[src/rtl/eag_pkg.sv]
package eag_pkg;
  typedef enum logic [1:0] {MOD_IND = 2'b00, MOD_D8 = 2'b01, MOD_D32 = 2'b10, MOD_REG = 2'b11} mod_e;

  typedef struct packed {
    mod_e       mode;
    logic [2:0] reg_f;
    logic [2:0] rm;
  } modrm_t;

  localparam logic [2:0] RM_SIB = 3'b100;
  localparam logic [2:0] RM_ABS = 3'b101;

  typedef enum logic [1:0] {ST_IDLE, ST_MODRM, ST_BASE, ST_DISP} state_e;
endpackage

[src/rtl/eag_decode.sv]
module eag_decode
  import eag_pkg::*;
#(
  parameter int DISP_BYTES = 4,
  parameter int LEN_W      = 3
) (
  input  modrm_t           fld_i,
  output logic             direct_o,
  output logic             err_o,
  output logic             abs_o,
  output logic [LEN_W-1:0] len_o
);
  assign direct_o = (fld_i.mode == MOD_REG);
  assign err_o    = !direct_o && (fld_i.rm == RM_SIB);
  assign abs_o    = (fld_i.mode == MOD_IND) && (fld_i.rm == RM_ABS);

  always_comb begin
    unique case (fld_i.mode)
      MOD_IND: len_o = abs_o ? LEN_W'(DISP_BYTES) : '0;
      MOD_D8:  len_o = LEN_W'(1);
      MOD_D32: len_o = LEN_W'(DISP_BYTES);
      default: len_o = '0;
    endcase
  end
endmodule

[src/rtl/eag_disp_collect.sv]
module eag_disp_collect #(
  parameter int DISP_BYTES = 4,
  parameter int LEN_W      = 3,
  localparam int CNT_W     = (DISP_BYTES > 1) ? $clog2(DISP_BYTES) : 1,
  localparam int DW        = 8 * DISP_BYTES
) (
  input  logic             clk_i,
  input  logic             rst_ni,
  input  logic             clear_i,
  input  logic             load_i,
  input  logic [7:0]       byte_i,
  input  logic [LEN_W-1:0] len_i,
  output logic [DW-1:0]    disp_o,   // includes the byte being loaded
  output logic             last_o
);
  logic [CNT_W-1:0] cnt_q;

  always_ff @(posedge clk_i or negedge rst_ni) begin
    if (!rst_ni)      cnt_q <= '0;
    else if (clear_i) cnt_q <= '0;
    else if (load_i)  cnt_q <= cnt_q + CNT_W'(1);
  end

  assign last_o = load_i && (LEN_W'(cnt_q) == len_i - LEN_W'(1));

  for (genvar g = 0; g < DISP_BYTES; g++) begin : g_lane
    logic [7:0] lane_q;
    logic       hit;
    assign hit = load_i && (cnt_q == CNT_W'(g));
    always_ff @(posedge clk_i or negedge rst_ni) begin
      if (!rst_ni)      lane_q <= '0;
      else if (clear_i) lane_q <= '0;
      else if (hit)     lane_q <= byte_i;
    end
    assign disp_o[8*g +: 8] = hit ? byte_i : lane_q;
  end
endmodule

[src/rtl/eag_adder.sv]
module eag_adder #(
  parameter int ADDR_W = 32
) (
  input  logic [ADDR_W-1:0] base_i,
  input  logic [ADDR_W-1:0] disp_i,
  input  logic              short_i,  // only byte 0 valid, sign-extend it
  output logic [ADDR_W-1:0] ea_o
);
  logic [ADDR_W-1:0] ext;
  assign ext  = short_i ? {{(ADDR_W-8){disp_i[7]}}, disp_i[7:0]} : disp_i;
  assign ea_o = base_i + ext;  // wraps modulo 2^ADDR_W
endmodule

[src/rtl/modrm_ea_gen.sv]
module modrm_ea_gen
  import eag_pkg::*;
#(
  parameter int ADDR_W = 32
) (
  input  logic              clk_i,
  input  logic              rst_ni,
  input  logic              start_i,
  input  logic [7:0]        byte_i,
  input  logic              byte_valid_i,
  output logic              byte_ready_o,
  output logic [2:0]        rf_idx_o,
  input  logic [ADDR_W-1:0] rf_data_i,
  output logic [ADDR_W-1:0] ea_o,
  output logic [2:0]        reg_field_o,
  output logic [2:0]        rm_o,
  output logic              reg_direct_o,
  output logic              err_o,
  output logic              done_o
);
  localparam int DISP_BYTES = ADDR_W / 8;
  localparam int LEN_W      = $clog2(DISP_BYTES + 1);

  state_e            state_q;
  modrm_t            fld_q, fld_in;
  logic              dir_q, err_q, abs_q, done_q;
  logic              dir_d, err_d, abs_d;
  logic [LEN_W-1:0]  len_q, len_d;
  logic [ADDR_W-1:0] base_q, ea_q, ea_sum, disp_next;
  logic              take, last_byte;

  assign fld_in       = modrm_t'(byte_i);
  assign byte_ready_o = (state_q == ST_MODRM) || (state_q == ST_DISP);
  assign take         = byte_valid_i && byte_ready_o;

  eag_decode #(.DISP_BYTES(DISP_BYTES), .LEN_W(LEN_W)) u_dec (
    .fld_i   (fld_in),
    .direct_o(dir_d),
    .err_o   (err_d),
    .abs_o   (abs_d),
    .len_o   (len_d)
  );

  eag_disp_collect #(.DISP_BYTES(DISP_BYTES), .LEN_W(LEN_W)) u_disp (
    .clk_i  (clk_i),
    .rst_ni (rst_ni),
    .clear_i((state_q == ST_MODRM) && take),
    .load_i ((state_q == ST_DISP) && take),
    .byte_i (byte_i),
    .len_i  (len_q),
    .disp_o (disp_next),
    .last_o (last_byte)
  );

  eag_adder #(.ADDR_W(ADDR_W)) u_add (
    .base_i (base_q),
    .disp_i (disp_next),
    .short_i(fld_q.mode == MOD_D8),
    .ea_o   (ea_sum)
  );

  always_ff @(posedge clk_i or negedge rst_ni) begin
    if (!rst_ni) begin
      state_q <= ST_IDLE;
      fld_q   <= modrm_t'('0);
      dir_q   <= 1'b0;
      err_q   <= 1'b0;
      abs_q   <= 1'b0;
      len_q   <= '0;
      base_q  <= '0;
      ea_q    <= '0;
      done_q  <= 1'b0;
    end else begin
      done_q <= 1'b0;
      unique case (state_q)
        ST_IDLE: if (start_i) state_q <= ST_MODRM;
        ST_MODRM: if (take) begin
          fld_q <= fld_in;
          dir_q <= dir_d;
          err_q <= err_d;
          abs_q <= abs_d;
          len_q <= len_d;
          if (dir_d || err_d) begin
            ea_q    <= '0;
            done_q  <= 1'b1;
            state_q <= ST_IDLE;
          end else begin
            state_q <= ST_BASE;
          end
        end
        ST_BASE: begin
          base_q <= abs_q ? '0 : rf_data_i;
          if (len_q == '0) begin
            ea_q    <= rf_data_i;
            done_q  <= 1'b1;
            state_q <= ST_IDLE;
          end else begin
            state_q <= ST_DISP;
          end
        end
        ST_DISP: if (take && last_byte) begin
          ea_q    <= ea_sum;
          done_q  <= 1'b1;
          state_q <= ST_IDLE;
        end
        default: state_q <= ST_IDLE;
      endcase
    end
  end

  assign rf_idx_o     = fld_q.rm;
  assign ea_o         = ea_q;
  assign reg_field_o  = fld_q.reg_f;
  assign rm_o         = fld_q.rm;
  assign reg_direct_o = dir_q;
  assign err_o        = err_q;
  assign done_o       = done_q;

  a_r10_done_single: assert property (@(posedge clk_i) disable iff (!rst_ni)
    done_o |=> !done_o);

  a_r10_done_from_op: assert property (@(posedge clk_i) disable iff (!rst_ni)
    done_o |-> $past(state_q) != ST_IDLE);

  a_r11_idle_at_done: assert property (@(posedge clk_i) disable iff (!rst_ni)
    done_o |-> !byte_ready_o);

  a_r8_direct_no_addr: assert property (@(posedge clk_i) disable iff (!rst_ni)
    (done_o && reg_direct_o) |-> (ea_o == '0 && !err_o));

  a_r9_err_sib: assert property (@(posedge clk_i) disable iff (!rst_ni)
    (done_o && err_o) |-> (rm_o == RM_SIB && ea_o == '0 && !reg_direct_o));
endmodule

[config.mk]
export PLATFORM = sky130hd
export DESIGN_NAME = modrm_ea_gen
export DESIGN_NICKNAME = d
export VERILOG_FILES = /design/src/rtl/eag_pkg.sv /design/src/rtl/eag_decode.sv /design/src/rtl/eag_disp_collect.sv /design/src/rtl/eag_adder.sv /design/src/rtl/modrm_ea_gen.sv
export SDC_FILE = /design/constraint.sdc
export NUM_CORES = 1
export LEC_CHECK = 0
export BUFFER_PORTS_ARGS = -buffer_cell sky130_fd_sc_hd__buf_2
export CAP_MARGIN = 20
export CORE_UTILIZATION = 23
export CTS_CLUSTER_DIAMETER = 100
export CTS_CLUSTER_SIZE = 25
export DETAILED_ROUTE_END_ITERATION = 6
export PLACE_DENSITY = 0.35
export SLEW_MARGIN = 20
export SYNTH_ARGS = -nofsm -noshare
export SYNTH_HDL_FRONTEND = slang
export SYNTH_SLANG_ARGS = --single-unit
[constraint.sdc]
create_clock -name clk_i -period 4.6 [get_ports clk_i]
set_input_delay 0.46 -clock clk_i [delete_from_list [all_inputs] [get_ports clk_i]]
set_output_delay 0.46 -clock clk_i [all_outputs]
set_load 0.1 [all_outputs]
# --- After elaboration in Yosys (flattened, before gate mapping) ---
# Index checks and enable logic that the tools add are counted.
totals:
  regBits: 115
  inputBits: 44
  out_inout_bits: 45
  wordCells: 90
op_classes:
  add_sub_neg: 3
  eq_ne: 18
  muxes: 30
  reduce_logical: 23
op_table:
  columns: ["cell", "count"]
  rows:
  - ["32-bit 2-to-1 mux", 6]
  - ["32-bit case mux with 3 select lines", 1]
  - ["8-bit 2-to-1 mux", 8]
  - ["32-bit adder", 1]
  - ["2-bit 2-to-1 mux", 7]
  - ["2-bit == test, second input constant", 6]
  - ["1-bit logical AND", 11]
  - ["3-bit case mux with 3 select lines", 1]
  - ["2-bit by 1-bit == test with 1-bit output, second input constant", 4]
  - ["2-bit case mux with 4 select lines", 1]
  - ["3-bit == test, second input constant", 2]
  - ["2-bit zero test", 3]
  - ["2-bit inequality test, second input constant", 3]
  - ["5-bit AND reduction", 1]
  - ["1-bit 2-to-1 mux", 4]
  - ["2-bit by 1-bit inequality test with 1-bit output, second input constant", 2]
  - ["2-bit by 3-bit == test with 1-bit output", 1]
  - ["3-bit zero test", 1]
  - ["3-bit 2-to-1 mux", 1]
  - ["1-bit case mux with 3 select lines", 1]
  - ["3-bit AND reduction", 1]
  - ["3-bit nonzero test", 1]
  - ["3-bit by 1-bit subtractor with 3-bit output, second input constant", 1]
  - ["2-bit by 1-bit adder with 2-bit output, second input constant", 1]
  - ["other kinds (4)", 5]

# --- Depth between registers and ports, before layout ---
# Gate-level depths: netlist of run 1.
depth:
  depth_word: 10
  depth_mapped: 16
  depth_no_buf: 14

# --- Modules after synthesis ---
# A second synthesis of run 1 with hierarchy kept.
hier_totals:
  hier_cells: 779
  hier_area_um2: 7420.9
by_module_without_submodules:
  columns: ["module", "n_inst", "cells_each", "area_per_inst_um2", "seq_area_each_um2"]
  rows:
  - ["modrm_ea_gen", 1, 309, 3619.7, 2026.9]
  - ["eag_disp_collect", 1, 198, 1874.3, 850.8]
  - ["eag_adder", 1, 263, 1861.8, 0.0]
  - ["eag_decode", 1, 9, 65.1, 0.0]

# --- Worst setup path before layout of run 1 ---
# No wires, ideal clock.
synth_path:
  path_kind: "register to register"
  from: "register u_disp.cnt_q[0]"
  to: "register ea_q[24], in the netlist ea_o[24]"
  setup_ns: 0.076
  arrival_ns: 3.468
  t_required_ns: 4.524
  slack_ns: 1.056
  path_stages_with_launch: 15
  n_path_buf: 1
  period_less_slack_ns: 3.544
  cell_sequence: "dfrtp_1 > inv_1 > ha_1 > nand4_1 > clkbuf_1 > mux2_2 > ha_1 > fa_1 > a21o_1 > a22o_1 > o2111ai_1 > a31oi_1 > o21ai_1 > mux2_1 > o21ai_1"
synth_via:
  elab_chain_cells: 7
  elab_cells_between_ends: 21
  cone_classes: "1 x add/sub; 5 x eq/ne; 7 x mux; 8 x reduce/logical"
synth_rtl:
  columns: ["item", "line", "text"]
  rows:
  - ["start: declaration", "eag_disp_collect.sv:16", "logic [CNT_W-1:0] cnt_q;"]
  - ["start signal: assignment", "eag_disp_collect.sv:21", "else if (load_i) cnt_q <= cnt_q + CNT_W'(1);"]
  - ["2-bit by 1-bit == test with 1-bit output, or another cell as far along", "eag_disp_collect.sv:29", "assign hit = load_i && (cnt_q == CNT_W'(g));"]
  - ["1-bit logical AND", "eag_disp_collect.sv:29", null]
  - ["8-bit 2-to-1 mux (on tied branches)", null, null]
  - ["32-bit 2-to-1 mux", "eag_adder.sv:10", "assign ext = short_i ? {{(ADDR_W-8){disp_i[7]}}, disp_i[7:0]} : disp_i;"]
  - ["32-bit adder", "eag_adder.sv:11", "assign ea_o = base_i + ext;"]
  - ["32-bit 2-to-1 mux", "modrm_ea_gen.sv:101", "ST_DISP: if (take && last_byte) begin"]
  - ["32-bit case mux with 3 select lines", "modrm_ea_gen.sv:75", "unique case (state_q)"]
  - ["end signal: assignment", "modrm_ea_gen.sv:94", "ea_q <= rf_data_i;"]
  - ["end signal: assignment", "modrm_ea_gen.sv:102", "ea_q <= ea_sum;"]
  - ["end: declaration", "modrm_ea_gen.sv:29", "logic [ADDR_W-1:0] base_q, ea_q, ea_sum, disp_next;"]
# Parallel ways exist; a longest one is shown, timed or not. The select of a mux whose other input is x is not followed.
# A chain may end at the register's enable or synchronous reset.

# --- Final worst setup path of run 1 ---
layout_path:
  from: "register u_disp.cnt_q[0]"
  to: "register ea_q[18], in the netlist ea_o[18]"
# The elaborated chain is that of the path after synthesis.

==> results of run 1 <==
==> per-layer routing <==
layer  GRT usage (%)  wire, um
met5               0         0
met4            6.14       684
met3            3.09       839
met2            25.8     11300
met1            22.7     12000
==> metrics by stage <==
step | cell area, um^2 | worst slack, ns
finish | 8450 | 0.680
global route | 8450 | 0.291
CTS | 8450 | 0.620
detailed placement | 7870 | 0.649
global placement | 7870 | 0.622
floorplan | 7010 | 1.06
==> tightest hold or removal path, delay by kind of cell <==
| kind | cells | cell delay, ns |
|---|---|---|
| buf+inv | 1 | 0.09 |
| simple gates | 2 | 0.12 |
==> placed cells by master (no fill, tap or decap), types with 3 or more instances in the layout <==
cell,netlist,routed
a21oi_1,58,58
xor2_1,8,8
o21a_1,9,9
o221ai_1,5,5
or2_2,3,3
nand2b_1,7,6
nand2_1,146,146
nor3_1,11,11
nand3_1,10,10
and3_1,5,5
or3_1,3,3
mux2i_1,31,31
buf_4,9,20
o21ai_1,7,7
xnor2_1,13,13
o211ai_1,4,4
inv_1,14,14
nand3b_1,34,34
buf_2,6,87
and2_1,14,14
ha_1,40,40
and4_1,3,3
a22o_1,3,3
a211oi_1,6,6
o21bai_1,5,5
a221oi_1,3,3
dfrtp_1,114,114
a22oi_1,13,13
clkinvlp_4,0,3
or4_1,3,3
clkinv_2,0,6
o21ai_0,36,36
clkbuf_16,0,17
nand4_1,10,10
nor2_1,53,52
a21o_1,8,8
o31ai_1,4,4
a31oi_1,4,4
mux2_2,10,10
==> kinds of logic after synthesis <==
kind of cell	share of synthesized area, %
AOI/OAI and AO/OA	17.7
xor gates and xnor gates	2.62
adders and majority gates	7.42
buffers and inverters	4.19
DFF	40.7
muxes	6.19
and+or+nand+nor	21.2
==> sequential cells by signal (all words and copies together), names as in the netlist, 2 cells and up <==
| register | cells |
|---|---|
| state_q | 2 |
| ea_o | 32 |
| rf_idx_o | 3 |
| u_disp.g_lane.lane_q | 32 |
| reg_field_o | 3 |
| u_disp.cnt_q | 2 |
| len_q | 2 |
| fld_q | 2 |
| base_q | 32 |
==> what timing repair did <==
item / 4_1_cts / 5_1_grt
resized for setup: 0 / 0
endpoints found under the hold margin: 24 / 0
hold buffers: 1 / 0
==> final cells by class <==
class | instances | area [um^2] | share of cell area [%]
Multi-Input combinational cell | 604 | 3880 | 45.9
Sequential cell | 114 | 2850 | 33.7
Timing Repair Buffer | 108 | 596 | 7.04
Tap cell | 390 | 488 | 5.77
Clock buffer | 18 | 439 | 5.19
Clock inverter | 14 | 139 | 1.64
Inverter | 15 | 56.3 | 0.666
==> worst max path at each step <==
stage	end	slack, ns	cells after the start
floorplan	ea_o[24]$_DFFE_PN0P_	1.06	14
global placement	ea_o[25]$_DFFE_PN0P_	0.62	15
detailed placement	ea_o[25]$_DFFE_PN0P_	0.65	17
CTS	ea_o[25]$_DFFE_PN0P_	0.62	17
global route	ea_o[25]$_DFFE_PN0P_	0.29	17
finish	ea_o[18]$_DFFE_PN0P_	0.68	14
==> out/results.ini, run 1 <==
[run_status]
status = complete, no violations

[yosys]
syn_area_mm2 = 0.00701
yosysMostFrequentCell = nand2_1
async_flop_share_pct = 100
syn-num-nets = 870
ys_types = 69
synth_top_area_share_pct = 40.7
syn_area_per_cell_um2 = 8.93
synthCells = 785
yosysSeqAreaShare_pct = 40.7
ys_ff_latch = 114
synth_edf_count = 0
yosys_warnings = 0
yosys-top-cells-count = nand2_1 (146), dfrtp_1 (114), a21oi_1 (58)
synth_top_cell_by_area = dfrtp_1
synthFlopType = dfrtp_1
synthTopCellsByArea = dfrtp_1 (41%), nand2_1 (7.8%), ha_1 (7.1%), mux2i_1 (4.4%), a21oi_1 (4.1%)

[floorplan]
rows = 63
initial_utilization_pct = 23.5
core-area_mm2 = 0.0298
die_area_mm2 = 0.0312
die_h_um = 177
die_w_um = 177
io_pins = 89

[layout]
finish.utilization_pct = 28.4
syn2layout_area_growth_pct = 20.6
insertedDiodeCount = 0
drive_above_1_share_pct = 19.1
fill_cells = 3222
nets = 945
fin_cells = 1263

[timing]
tightest_slew_ns = 0.827
slew_violations = 0
skew_ns = 0.0106
fmax_ghz = 0.255
slew_headroom_pct = 44.9
setup_viol = 0
hold_violations = 0
hold_slack_ns = 0.281
tns_ns = 0
finalCritPeriodShare_pct = 85.2
finalCriticalPeriod_ns = 3.92
rsz0062_at_grt = false

[setup_path]
crit_start = u_disp.cnt_q[0]$_DFFE_PN0P_
worstPathArrival_ns = 4.22
start_kind = flip-flop
critPathKind = flip-flop to flip-flop
critPathSlowestCell = dfrtp_1
path_cells = inv_1, ha_1, nand4_1, buf_4, mux2_2, ha_1, fa_1, a21o_1, a221oi_2, or4_1, nand3_1, a211oi_1, nor3_1, a221o_1
cp_common_cell = ha_1
r2r_cells = 14
crit_family = compound AO/OA/AOI/OAI gates
crit_buf_inv = 2
regToRegSetupSlack_ns = 0.68
crit_required_ns = 4.90
r2r_start = u_disp.cnt_q[0]$_DFFE_PN0P_
slowest_delay_ns = 0.44
critical_path_peak_fanout = 10
cp-end-kind = flip-flop
rr_endpoint = ea_o[18]$_DFFE_PN0P_

[clocking]
cts_tree = yes
cts_htree_levels = 4
clkLatencyLatePin_ns = 0.43
path_clk_slew_ns = 0.06
clock_path_buffers = 2
cts_setup_buffers = 0
root_buffer = clkbuf_16
cts_num_sinks = 114
cts_inserted_buffers = 17

[placed_design]
dp_cells = 1230
io_buffers = 88
routabilityCongestion = 0.845
place_hpwl_um = 17800

[min_path]
hold_class = input pin to flip-flop
hold_depth = 3
hold_end = base_q[3]$_DFFE_PN0P_
hp-start = rf_data_i[3]

[routing]
drc = 0
firstDrtPassIters = 5
drt_iter0_drc = 309
avgViaCountPerCell = 4.73
num_vias = 5972
wirelength_um = 24800
antenna_left = 0
wl_per_cell_um = 19.7

[global_route]
antenna_found_initial = 0
first_global_vias = 6154
grt_pass1_wl_um = 38400
grt-ovfl-total = 0
grt_max_degree = 46
grtUsageTotal_pct = 16.6

[job]
cap_violations = 0

Power of run 1 is left out: the tool's default activity adds up to more than one toggle a clock period on the data nets, which glitch-free logic cannot reach.
==> run 2: changes to the inputs <==
- ABC_AREA: default -> 1
- PLACE_DENSITY: 0.35 -> 0.34
==> run 2 against run 1 <==
Synthesized area up 8.5%. Flip-flop and latch count unchanged. Setup slack better by 0.040 ns. Design area up 8.4%. Cell count up 33%. Critical path depth up 5. Clock-buffer cell count up 1. Sequential share of layout area down 2.6 points. Core utilization down 0.21 points. Via count up 21%. Largest cell class unchanged. Clock skew up 0.010 ns. Register-to-register slack better by 0.04 ns.
==> out/results.ini, run 2 <==
[layout]
drive_above_1_share_pct = 11.6  ; -7.6 points
mostFrequentLayoutCell = nand2_1
fill_cells = 3723  ; +16%
mostFrequentLayoutCells = nand2_1 (380), inv_1 (211), dfrtp_1 (113), o21ai_0 (107), nor2_1 (99)
nets = 1307  ; +38%
syn2layout_area_growth_pct = 20.4
insertedDiodeCount = 0  ; unchanged

[yosys]
syn-num-nets = 1235  ; +42%
async_flop_share_pct = 100  ; unchanged
synthTopCellsByArea = dfrtp_1 (37%), nand2_1 (19%), inv_1 (10%), o21ai_0 (7.0%), ha_1 (6.6%)
yosysSeqAreaShare_pct = 37.5  ; -3.2 points
synthFlopType = dfrtp_1
ys_types = 33  ; -52%
syn_area_mm2 = 0.00761  ; +8.5%
yosys_warnings = 0  ; unchanged
syn_area_per_cell_um2 = 6.62  ; -26%
yosys-top-cells-count = nand2_1 (380), inv_1 (212), dfrtp_1 (114)
synth_top_cell_by_area = dfrtp_1
yosysMostFrequentCell = nand2_1
synthCells = 1150  ; +46%
synth_edf_count = 0  ; unchanged
ys_ff_latch = 114  ; unchanged
synth_top_area_share_pct = 37.5  ; -3.2 points

[setup_path]
path_cells = nand2_2, nor2_8, nand2_2, nand2_1, nand3_2, o21ai_0, inv_1, ha_1, nand2_1, nor2_1, nand3_1, nand3_1, nand2_1, nand2_1, nand2_1, nand3_1, nand2_1, nand2_1, nand2_1
critPathSlowestCell = dfrtp_1
start_kind = flip-flop
critical_path_peak_fanout = 26  ; +16
cp-end-kind = flip-flop
worstPathArrival_ns = 4.19  ; -0.03 ns
crit_family = simple AND/OR/NAND/NOR gates
slowest_delay_ns = 0.45  ; about the same
cp_common_cell = nand2_1
regToRegSetupSlack_ns = 0.72  ; +0.04 ns
crit_required_ns = 4.91  ; about the same
crit_buf_inv = 1  ; -1
critPathKind = flip-flop to flip-flop

[clocking]
root_buffer = clkbuf_16
ctsResizeCount = 0  ; unchanged
clkLatencyLatePin_ns = 0.44  ; about the same
cts_inserted_buffers = 17  ; unchanged
ctsHoldBuffers = 0  ; -1
path_clk_slew_ns = 0.06  ; about the same
clock_path_buffers = 2  ; unchanged
cts_tree = yes
cts_setup_buffers = 0  ; unchanged
cts_num_sinks = 114  ; unchanged
cts_htree_levels = 4  ; unchanged

[floorplan]
io_pins = 89  ; unchanged
die_h_um = 184  ; +4.1%
core-area_mm2 = 0.0325  ; +9.2%
rows = 66  ; +4.8%
initial_utilization_pct = 23.4  ; -0.14 points
die_area_mm2 = 0.0338  ; +8.4%
die_w_um = 184  ; +4.1%

[timing]
tightest_slew_ns = 0.801  ; -0.0264 ns
rsz0062_at_grt = false
finalCriticalPeriod_ns = 3.88  ; -0.0396 ns
hold_violations = 0  ; unchanged
slew_headroom_pct = 46.6  ; +1.8 points
fmax_ghz = 0.258  ; +1.0%
setup_viol = 0  ; unchanged
tns_ns = 0  ; unchanged
finalCritPeriodShare_pct = 84.4  ; -0.86 points
slew_violations = 0  ; unchanged
skew_ns = 0.0207  ; +0.0101 ns

[job]
cap_violations = 0  ; unchanged

[run_status]
status = complete, no violations

[placed_design]
routabilityCongestion = 0.846  ; +0.13%
io_buffers = 88  ; unchanged
place_hpwl_um = 19800  ; +11%

[global_route]
grt_max_degree = 58  ; +26%
antenna_found_initial = 1  ; +1
grt_pass1_wl_um = 41800  ; +8.8%
first_global_vias = 7125  ; +16%
grt-ovfl-total = 0  ; unchanged
grtUsageTotal_pct = 16.7  ; +0.12 points

[routing]
drc = 0  ; unchanged
wl_per_cell_um = 15.9  ; -19%
avgViaCountPerCell = 4.30  ; -9.2%
num_vias = 7203  ; +21%
wirelength_um = 26600  ; +7.3%
firstDrtPassIters = 6  ; +1
drt_iter0_drc = 392  ; +27%
antenna_left = 0  ; unchanged

[min_path]
hold_class = input pin to async pin

-- run 2: layout make-up --
class                   instances  area (um^2)  area share, %
multi-input cells             777         3750           40.9
flip-flops and latches        114         2850           31.1
inverters                     215          807           8.81
well taps                     442          553           6.03
repair buffers                 97          541           5.90
clock buffers                  19          453           4.94
clock inverters                13          206           2.25
-- run 2: worst paths after layout --
check,end,start,depth (start not counted)
max,ea_o[26]$_DFFE_PN0P_,state_q[0]$_DFFE_PN0P_,19
min,ea_o[22]$_DFFE_PN0P_,rst_ni,1
max reg2reg,ea_o[26]$_DFFE_PN0P_,state_q[0]$_DFFE_PN0P_,19
min reg2reg,ea_o[2]$_DFFE_PN0P_,ea_o[2]$_DFFE_PN0P_,2
max in group asynchronous,ea_o[0]$_DFFE_PN0P_,rst_ni,2
min in group clk_i,base_q[17]$_DFFE_PN0P_,rf_data_i[17],3
-- run 2: metrics by stage --
stage | utilization, % | instance area, um^2 | hold WS (ns) | worst slack [ns] | cells
finish | 28.2 | 9160 | 0.0255 | 0.720 | 1677
global route | 28.2 | 9160 | 0.0685 | 0.342 | 1677
CTS | 28.1 | 9140 | 0.0399 | 0.662 | 1676
detailed placement | 26.1 | 8480 | 0.466 | 0.593 | 1644
global placement | 26.1 | 8480 | 0.462 | 0.572 | 1644
floorplan | - | 7610 | 0.164 | 1.94 | 1150
-- run 2: worst register-to-register path: stages (launching register included) --
cell and delay, ns:
dfrtp_1 0.45, nand2_2 0.14, nor2_8 0.17, nand2_2 0.18, nand2_1 0.16, nand3_2 0.42, o21ai_0 0.29, inv_1 0.09
ha_1 0.37, nand2_1 0.14, nor2_1 0.37, nand3_1 0.21, nand3_1 0.28, nand2_1 0.13, nand2_1 0.09, nand2_1 0.04
nand3_1 0.07, nand2_1 0.05, nand2_1 0.05, nand2_1 0.04
-- run 2: per-layer routing --
metal  GRT usage (%)  wire length (um)  vias up
met5               0                 0        -
met4            4.33               342        0
met3            2.67               766       16
met2            27.2             12000      119
met1            22.7             13500     3358
li1                -                 -     3710
-- run 2: kinds of logic (layout without fill, tap and decap cells) --
family,after synthesis,after routing,synth area share [%]
adder cells (fa/ha/maj),41,41,6.84
buffers and inverters,259,344,13.5
AO/OA/AOI/OAI,183,183,12.9
AND/OR/NAND/NOR,552,552,29.1
XOR/XNOR,1,1,0.115
flip-flops,114,114,37.5
Power of run 2 is left out for the same reason.
==> run 3: changes to the inputs <==
- ABC_AREA: 1 -> 0
- PLACE_DENSITY: 0.34 -> 0.35
- clock period: 4.6 -> 3.85 ns (I/O delays scaled with it)
==> run 3 against run 2 <==
Register-to-register slack got worse by 0.51 ns. Non-clock buffer count grew 37. Maximum frequency up 6.5%. Cell count decreased by 23%. Setup slack worse by 0.51 ns. Flip-flop and latch count unchanged. Die area decreased by 7.8%. Clock-buffer cell count decreased by 1. Worst hold slack gained 0.18 ns. Global-route usage is 0.14 points lower. Core utilization is 1.5 points higher. First-iteration DRC count is 23% lower. Critical endpoint is now ea_o[24]$_DFFE_PN0P_. Largest cell class unchanged.
==> out/results.ini, run 3 (synthesized netlist as in run 1, its figures left out) <==
[timing]
hold_violations = 0  ; unchanged
setup_viol = 0  ; unchanged
slew_headroom_pct = 48.2  ; +1.5 points
fmax_ghz = 0.275  ; +6.5%
setup_ws_ns = 0.208  ; -0.512 ns
finalCritPeriodShare_pct = 94.6  ; +10 points
tns_ns = 0  ; unchanged
rsz0062_at_grt = true
finalCriticalPeriod_ns = 3.64  ; -0.238 ns
skew_ns = 0.0142  ; -0.00654 ns
slew_violations = 0  ; unchanged
tightest_slew_ns = 0.777  ; -0.0231 ns

[routing]
drc = 0  ; unchanged
firstDrtPassIters = 4  ; -2
num_vias = 6036  ; -16%
drt_iter0_drc = 303  ; -23%
wirelength_um = 24600  ; -7.5%
avgViaCountPerCell = 4.68  ; +9.0%
wl_per_cell_um = 19.1  ; +20%
antenna_left = 0  ; unchanged

[placed_design]
place_hpwl_um = 18000  ; -9.2%
routabilityCongestion = 0.817  ; -3.3%
post-place-ws_ns = 0.00171  ; -0.591 ns
io_buffers = 88  ; unchanged

[global_route]
grtUsageTotal_pct = 16.5  ; -0.14 points
grt_pass1_wl_um = 38600  ; -7.7%
antenna_found_initial = 0  ; -1
grt_max_degree = 72  ; +24%
first_global_vias = 6412  ; -10%
grt-ovfl-total = 0  ; unchanged

[clocking]
path_clk_slew_ns = 0.06  ; about the same
root_buffer = clkbuf_16
cts_htree_levels = 4  ; unchanged
cts_inserted_buffers = 17  ; unchanged
cts_tree = yes
clock_path_buffers = 2  ; unchanged
clkLatencyLatePin_ns = 0.43  ; about the same
cts_num_sinks = 114  ; unchanged

[layout]
mostFrequentLayoutCell = nand2_1
syn2layout_area_growth_pct = 25.9
finish.utilization_pct = 29.6  ; +1.5 points
drive_above_1_share_pct = 23.4  ; +12 points
insertedDiodeCount = 0  ; unchanged
mostFrequentLayoutCells = nand2_1 (145), dfrtp_1 (114), buf_2 (87), a21oi_1 (56), nor2_1 (51)
nets = 971  ; -26%

[floorplan]
initial_utilization_pct = 23.5  ; +0.14 points
core-area_mm2 = 0.0298  ; -8.4%
die_area_mm2 = 0.0312  ; -7.8%
rows = 63  ; -4.5%
io_pins = 89  ; unchanged
die_w_um = 177  ; -4.0%
die_h_um = 177  ; -4.0%

[setup_path]
cp-end-kind = flip-flop
start_kind = flip-flop
critical_path_peak_fanout = 23  ; -12%
critPathKind = flip-flop to flip-flop
crit_required_ns = 4.20  ; -0.71 ns
worstPathArrival_ns = 3.99  ; -0.20 ns

[run_status]
status = complete, no violations

[min_path]
hold_class = input pin to flip-flop

[job]
cap_violations = 0  ; unchanged

==> run 3: cell count changes in the layout (fill, tap and decap cells not counted), sizes merged, moves of 26 or more <==
cell | before | now
nor2 | 101 | 54
inv | 215 | 17
nand3b | 8 | 34
buf | 96 | 133
nand3 | 49 | 10
mux2i | 0 | 31
nand2 | 383 | 147
o21ai | 112 | 45
==> run 3: final timing paths <==
kind / endpoint / slack, ns / from / cells after the start
max reg2reg: ea_o[24]$_DFFE_PN0P_ / 0.21 / u_disp.cnt_q[0]$_DFFE_PN0P_ / 15
min in group asynchronous: done_o$_DFF_PN0_ / 0.52 / rst_ni / 2
min: base_q[13]$_DFFE_PN0P_ / 0.20 / rf_data_i[13] / 3
max in group asynchronous: u_disp.g_lane[0].lane_q[3]$_DFF_PN0_ / 2.50 / rst_ni / 3
max: ea_o[24]$_DFFE_PN0P_ / 0.21 / u_disp.cnt_q[0]$_DFFE_PN0P_ / 15
min reg2reg: reg_field_o[2]$_DFFE_PN0P_ / 0.47 / reg_field_o[2]$_DFFE_PN0P_ / 2
==> run 3: area by class of cell <==
class,instances,area [um^2]
Fill cell,3255,21000
Multi-Input combinational cell,604,4000
Sequential cell,114,2850
Timing Repair Buffer,134,832
Tap cell,390,488
Clock buffer,18,439
Clock inverter,14,158
Inverter,15,56.3
==> run 3: critical path, cell delays in order, from the launching register on <==
cell     delay, ns
dfrtp_1       0.38
inv_1         0.10
ha_1          0.16
nand4_1       0.16
mux2_2        0.29
nor2_2        0.05
buf_12        0.16
a21oi_1       0.34
ha_1          0.35
and4_1        0.23
and4_1        0.23
a32oi_2       0.30
a31oi_1       0.15
o21ai_1       0.20
mux2_1        0.34
o21ai_1       0.11
==> run 3: per-stage QoR <==
step | hold slack, ns | instance area, um^2 | cells
2_1_floorplan | 0.0894 | 7010 | 785
3_3_place_gp | 0.450 | 8080 | 1254
3_5_place_dp | 0.445 | 8080 | 1254
4_1_cts | 0.185 | 8700 | 1287
5_1_grt | 0.199 | 8830 | 1289
6_report | 0.203 | 8830 | 1289
==> run 3: metal layers <==
metal | track usage [%] | vias to the layer above | wire length (um)
li1 | - | 2989 | -
met1 | 22.6 | 2912 | 12100
met2 | 26.6 | 108 | 11600
met3 | 2.75 | 27 | 588
met4 | 4.89 | 0 | 383
met5 | 0 | - | 0
==> run 3: what timing repair did <==
item / 4_1_cts / 5_1_grt
setup endpoints to repair: 1 / 14
hold buffers: 1 / 0
buffers inserted: 0 / 2
endpoints found under the hold margin: 6 / 0
resized for setup: 1 / 23
pin swaps: 0 / 8
Power of run 3 is left out for the same reason.
